**config.mk**
```make
export PLATFORM = sky130hd
export DESIGN_NAME = mtp_setting_store
export DESIGN_NICKNAME = d
export VERILOG_FILES = /design/src/rtl/mtp_pkg.sv /design/src/rtl/mtp_prog_timer.sv /design/src/rtl/mtp_fuse_array.sv /design/src/rtl/mtp_setting_store.sv
export SDC_FILE = /design/constraint.sdc
export NUM_CORES = 1
export LEC_CHECK = 0
export CAP_MARGIN = 20
export CORE_UTILIZATION = 45
export DETAILED_ROUTE_END_ITERATION = 6
export HOLD_SLACK_MARGIN = 0.1
export SYNTH_ARGS = -nofsm -noshare
export SYNTH_HDL_FRONTEND = slang
export SYNTH_SLANG_ARGS = --single-unit
```
**constraint.sdc**
```tcl
create_clock -name clk -period 3.15 [get_ports clk]
set_input_delay 0.63 -clock clk [delete_from_list [all_inputs] [get_ports clk]]
set_output_delay 0.63 -clock clk [all_outputs]
set_load 0.02 [all_outputs]
```
**src/rtl/mtp_pkg.sv**
```systemverilog
package mtp_pkg;
  typedef enum logic [1:0] {
    ST_BOOT_MID = 2'd0,
    ST_BOOT_RES = 2'd1,
    ST_RUN      = 2'd2
  } mtp_state_t;

  // true when a is a usable setting address in 1..n
  function automatic logic addr_in_range(input int a, input int n);
    return (a >= 1) && (a <= n);
  endfunction
endpackage

```
**src/rtl/mtp_prog_timer.sv**
```systemverilog
module mtp_prog_timer #(
  parameter int PROG_CYCLES = 20,
  localparam int CW = $clog2(PROG_CYCLES + 1)
) (
  input  logic clk,
  input  logic rst_n,
  input  logic start,
  output logic busy,
  output logic done
);
  logic [CW-1:0] remain;

  always_ff @(posedge clk or negedge rst_n) begin
    if (!rst_n)         remain <= '0;
    else if (start)     remain <= CW'(PROG_CYCLES);
    else if (remain != '0) remain <= remain - 1'b1;
  end

  assign busy = (remain != '0);
  assign done = (remain == CW'(1));

  a_r4_no_restart: assert property (@(posedge clk) disable iff (!rst_n)
    start |-> !busy);
  a_r4_done_ends_busy: assert property (@(posedge clk) disable iff (!rst_n)
    (done && !start) |=> !busy);
endmodule

```
**src/rtl/mtp_fuse_array.sv**
```systemverilog
module mtp_fuse_array #(
  parameter int NUM_WORDS = 50,
  parameter int STORE_W   = 10,
  parameter int ADDR_W    = 6
) (
  input  logic               clk,
  input  logic               clr_n,
  input  logic               wr_en,
  input  logic [STORE_W-1:0] wr_data,
  input  logic [ADDR_W-1:0]  rd_addr,
  output logic [STORE_W-1:0] rd_data,
  output logic [ADDR_W-1:0]  last_addr,
  output logic [STORE_W-1:0] last_data,
  output logic               full
);
  logic [STORE_W-1:0] word [NUM_WORDS];
  logic [ADDR_W-1:0]  next_addr;

  assign next_addr = last_addr + 1'b1;
  assign full      = (last_addr == ADDR_W'(NUM_WORDS));

  always_ff @(posedge clk or negedge clr_n) begin
    if (!clr_n)     last_addr <= '0;
    else if (wr_en) last_addr <= next_addr;
  end

  // word g holds address g+1; each is written once when its address comes up
  for (genvar g = 0; g < NUM_WORDS; g++) begin : g_word
    always_ff @(posedge clk or negedge clr_n) begin
      if (!clr_n)                                       word[g] <= '0;
      else if (wr_en && next_addr == ADDR_W'(g + 1))    word[g] <= wr_data;
    end
  end

  always_comb begin
    rd_data   = '0;
    last_data = '0;
    for (int i = 0; i < NUM_WORDS; i++) begin
      if (rd_addr   == ADDR_W'(i + 1)) rd_data   = word[i];
      if (last_addr == ADDR_W'(i + 1)) last_data = word[i];
    end
    if (!mtp_pkg::addr_in_range(int'(rd_addr), NUM_WORDS)) rd_data = '0;
  end

  a_r6_no_write_when_full: assert property (@(posedge clk) disable iff (!clr_n)
    wr_en |-> !full);
  a_r2_word_frozen: assert property (@(posedge clk) disable iff (!clr_n)
    (!wr_en && rd_addr == last_addr && last_addr != '0) |=> $stable(last_data));
endmodule

```
**src/rtl/mtp_setting_store.sv**
```systemverilog
module mtp_setting_store #(
  parameter int DATA_W      = 10,
  parameter int STORE_W     = 10,
  parameter int NUM_WORDS   = 50,
  parameter int ADDR_W      = 6,
  parameter int PROG_CYCLES = 20
) (
  input  logic              clk,
  input  logic              rst_n,
  input  logic              arr_clr_n,
  input  logic              prog_en,
  input  logic              store_req,
  input  logic              reload_req,
  input  logic [DATA_W-1:0] wiper_in,
  input  logic [ADDR_W-1:0] rd_addr,
  output logic [DATA_W-1:0] rd_data,
  output logic [ADDR_W-1:0] last_addr,
  output logic              busy,
  output logic              prog_ok,
  output logic              load_valid,
  output logic [DATA_W-1:0] load_value
);
  import mtp_pkg::*;

  localparam logic [DATA_W-1:0] MID = DATA_W'(1) << (DATA_W - 1);

  // left-align a stored word into a wiper-width value
  function automatic logic [DATA_W-1:0] widen(input logic [STORE_W-1:0] w);
    logic [DATA_W-1:0] r;
    r = '0;
    r[DATA_W-1 -: STORE_W] = w;
    return r;
  endfunction

  mtp_state_t         state;
  logic               full;
  logic               wr_en;
  logic               store_attempt;
  logic               reload_take;
  logic               prog_done;
  logic [STORE_W-1:0] arr_rd;
  logic [STORE_W-1:0] arr_last;
  logic [DATA_W-1:0]  restore_val;

  assign store_attempt = store_req && (state == ST_RUN) && !busy;
  assign wr_en         = store_attempt && prog_en && !full;
  assign reload_take   = reload_req && (state == ST_RUN) && !busy;
  assign restore_val   = (last_addr == '0) ? MID : widen(arr_last);
  assign rd_data       = widen(arr_rd);

  mtp_fuse_array #(
    .NUM_WORDS(NUM_WORDS), .STORE_W(STORE_W), .ADDR_W(ADDR_W)
  ) u_array (
    .clk(clk), .clr_n(arr_clr_n), .wr_en(wr_en),
    .wr_data(wiper_in[DATA_W-1 -: STORE_W]),
    .rd_addr(rd_addr), .rd_data(arr_rd),
    .last_addr(last_addr), .last_data(arr_last), .full(full)
  );

  mtp_prog_timer #(.PROG_CYCLES(PROG_CYCLES)) u_timer (
    .clk(clk), .rst_n(rst_n), .start(wr_en), .busy(busy), .done(prog_done)
  );

  always_ff @(posedge clk or negedge rst_n) begin
    if (!rst_n) begin
      state      <= ST_BOOT_MID;
      load_valid <= 1'b0;
      load_value <= MID;
      prog_ok    <= 1'b0;
    end else begin
      load_valid <= 1'b0;
      unique case (state)
        ST_BOOT_MID: begin
          load_valid <= 1'b1;
          load_value <= MID;
          state      <= ST_BOOT_RES;
        end
        ST_BOOT_RES: begin
          load_valid <= 1'b1;
          load_value <= restore_val;
          state      <= ST_RUN;
        end
        default: begin
          if (reload_take) begin
            load_valid <= 1'b1;
            load_value <= restore_val;
          end
        end
      endcase
      if (store_attempt)  prog_ok <= 1'b0;
      else if (prog_done) prog_ok <= 1'b1;
    end
  end

  a_r1_boot_mid: assert property (@(posedge clk) disable iff (!rst_n)
    (state == ST_BOOT_MID) |=> (load_valid && load_value == MID));
  a_r2_step_one: assert property (@(posedge clk) disable iff (!rst_n || !arr_clr_n)
    wr_en |=> (last_addr == $past(last_addr) + 1'b1));
  a_r3_enable_gate: assert property (@(posedge clk) disable iff (!rst_n)
    (store_req && !prog_en) |-> !wr_en);
  a_r4_locked: assert property (@(posedge clk) disable iff (!rst_n)
    busy |-> (!wr_en && !reload_take));
  a_r5_ok_after_done: assert property (@(posedge clk) disable iff (!rst_n)
    prog_done |=> prog_ok);
  a_r6_full_reject: assert property (@(posedge clk) disable iff (!rst_n)
    (store_attempt && full) |=> (!prog_ok && !busy));
  a_r7_reload_pulse: assert property (@(posedge clk) disable iff (!rst_n)
    reload_take |=> (load_valid && load_value == $past(restore_val)));
endmodule

```
==> results of run 1 <==
## final cells by class
type	instances	area, sq um
antenna	2	5.00
clock buffer	83	1700
clock inverter	25	322
fill	5055	21000
inverter	19	78.8
multi-input combinational	2137	18200
sequential	525	13100
tap	864	1080
timing repair buffer	1132	10200
## synth_stat cells (all sizes together) (32+ instances only)
cell type,count,area share [%]
nand2,189,2.4
dfrtp,524,44
nor2,253,3.8
nor3,74,1.3
buf,52,0.87
mux2i,32,1.1
a221oi,71,2.1
nand4,32,0.67
o21ai,148,2.5
o22ai,53,1.1
clkbuf,154,1.9
nand3,90,1.6
a22oi,77,1.9
a21oi,126,2.1
o211ai,33,0.83
a211oi,38,0.95
mux2,502,19
## worst max-delay path, cell delays in order
cell	delay [ns]
buf_8	0.10
buf_6	0.12
or4_4	0.58
buf_6	0.15
nor2_4	0.14
buf_6	0.11
a22oi_2	0.04
nand4_1	0.10
o211ai_1	0.09
buf_4	0.17
a222oi_1	0.53
buf_4	0.27
o21ai_2	0.08
o21ai_2	0.10
buf_6	0.14
## how the worst max path moves through the flow
| stage | to | cells after the start |
|---|---|---|
| 3_5_place_dp | rd_data[1] | 12 |
| 5_1_grt | rd_data[3] | 15 |
| 3_3_place_gp | rd_data[8] | 13 |
| 2_1_floorplan | rd_data[7] | 9 |
| 4_1_cts | rd_data[3] | 16 |
| 6_report | rd_data[3] | 15 |
## flip-flops by register name, summed over array words and instances, names as in the netlist
register / count
load_value: 10
state: 2
u_array.last_addr: 6
prog_ok: 1
u_timer.remain: 5
u_array.word: 500
load_valid: 1
## per-stage QoR
step	setup slack [ns]	TNS, ns	cells	power [mW]	instance area [sq um]
after floorplan	-0.0248	-0.0248	2887	9.32	30300
after CTS	-0.875	-6.55	4744	21.2	43600
after detailed placement	-2.08	-28.36	4582	13.2	39500
after global routing	-0.895	-7.69	4785	22.3	44800
after global placement	-2.30	-23.24	4581	13.2	39500
final	-0.857	-7.25	4787	22.0	44800
## timing repair
item | CTS | global route
hold buffers | 1 | 0
hold endpoints to repair | 42 | 0
resized for setup | 428 | 205
setup buffers | 58 | 48
pin swaps | 105 | 109
cloned | 4 | 2
endpoints found under the setup margin | 183 | 91
## per-layer routing
metal,wire length [microns],GRT usage (%),vias up
met3,23400,15.6,899
met1,62100,63.3,16700
met2,74400,76.1,2783
met4,17500,38.7,6
li1,-,-,13100
met5,52,0,-
## kinds of logic (layout without fill, tap and decap cells)
kind of cell	after synthesis	after routing	synth area share (%)
mux	543	543	20.7
simple gates	787	787	13.4
fa+ha+maj	7	7	0.292
buf+inv	225	1259	3.03
xor+xnor	12	12	0.350
flops	525	525	43.8
other cells	0	2	0
compound gates	788	788	18.4
## where the power goes
part	switching (mW)	internal, mW	total [mW]
Sequential	0.357	7.02	7.38
Clock	3.13	4.24	7.37
Combinational	4.23	3.01	7.24
==> run summary, run 1 <==
status: complete, but fails checks
failing checks: setup timing
reg2reg setup slack: -0.40 ns
drt first pass iters: 6
WL/cell: 37.1 microns
DR vias/cell: 6.99
initial DRC count: 5073
top_reg_cell synth: dfrtp_1
Core Rows: 94
Die ar.: 67700 sq um
PnR worst setup slack: -0.857 ns
initial antenna violation count: 9
Ys Warns: 0
Post-synth EDFFs: 0
Synth Area per Inst: 10.4 sq um
type of the most critical hold path: in -> async
Async SR Flop Fraction: 100%
root buffer cell: clkbuf_16
FF-to-FF path depth: 14
FF-to-FF Start: u_array.last_addr[1]$_DFFE_PN0P_
Initial Util: 45.6%
Final Max Slew Viols: 0
register area share after synthesis: 43.8%
minimum clock period: 4.01 ns
WL final: 177000 microns
worst slew pin tran: 0.923 ns
Die W: 260 microns
H-tree lvl count: 2
largest driver fanout on the critical path: 4
Post-Syn Area: 30000 sq um
CTS tree: done
nets: 3903
RSZ-0062 raised after global routing: yes
PwrDens: 491 nW/um^2
Fin Hold WS: 0.486 ns
number of synthesized register bits: 525
Rel. slew slack: 38.2%
Max Cap Viol: 0
Remaining DRCs: 0
Core ar.: 65900 sq um
Critical Path Source Type: primary input
most common cell after layout, fill and taps aside: buf_4
first-pass GRT wire length: 246000 microns
share of cells above drive strength 1: 53.5%
I/O Buffers: 50
area delta synth->final: 49.4%
Setup violations, final: 17
clock skew: 0.0373 ns
reg2reg end: load_value[2]$_DFFE_PN0P_
post-layout util: 68.0%
clk_lat worst skew: 0.67 ns
Final Hold Viols: 0
DP HPWL: 135000 microns
Boundary Pins: 51
clock sinks: 525
Max IR drop VDD: 0.548 mV
f_max: 250 MHz
CP endpoint kind: output port
Final ANT Viol Nets: 0
Yosys cell types: 97
Total Routing Usage GR: 51.5%
Mapped Cells: 2887
Final GP Congestion: 1.15
most frequent cells in the layout: buf_4 (901), dfrtp_1 (521), mux2_2 (480)
CP Data Required Time: 2.52 ns
syn nets: 2916
CTS max path bufs: 3
CTS Buf Count: 59
pin count of the biggest net entering global routing: 87
grt ovf: 0
Final period util: 127%
crit path from: rd_addr[3]
CP Class: in -> out
Chip Height: 260 microns
via count: 33500
CP arrival: 3.38 ns
Pleak: 21.1 nW
CTS clk-pin slew, worst paths: 0.06 ns
vias in the first global route: 32500
Power figures use the tool's default switching activity.
==> run 2: changes to the inputs <==
Settings changed: GPL_ROUTABILITY_DRIVEN from default to 1.
==> results of run 2 <==
No change in the layout: final DEF, timing and power equal those of run 1.
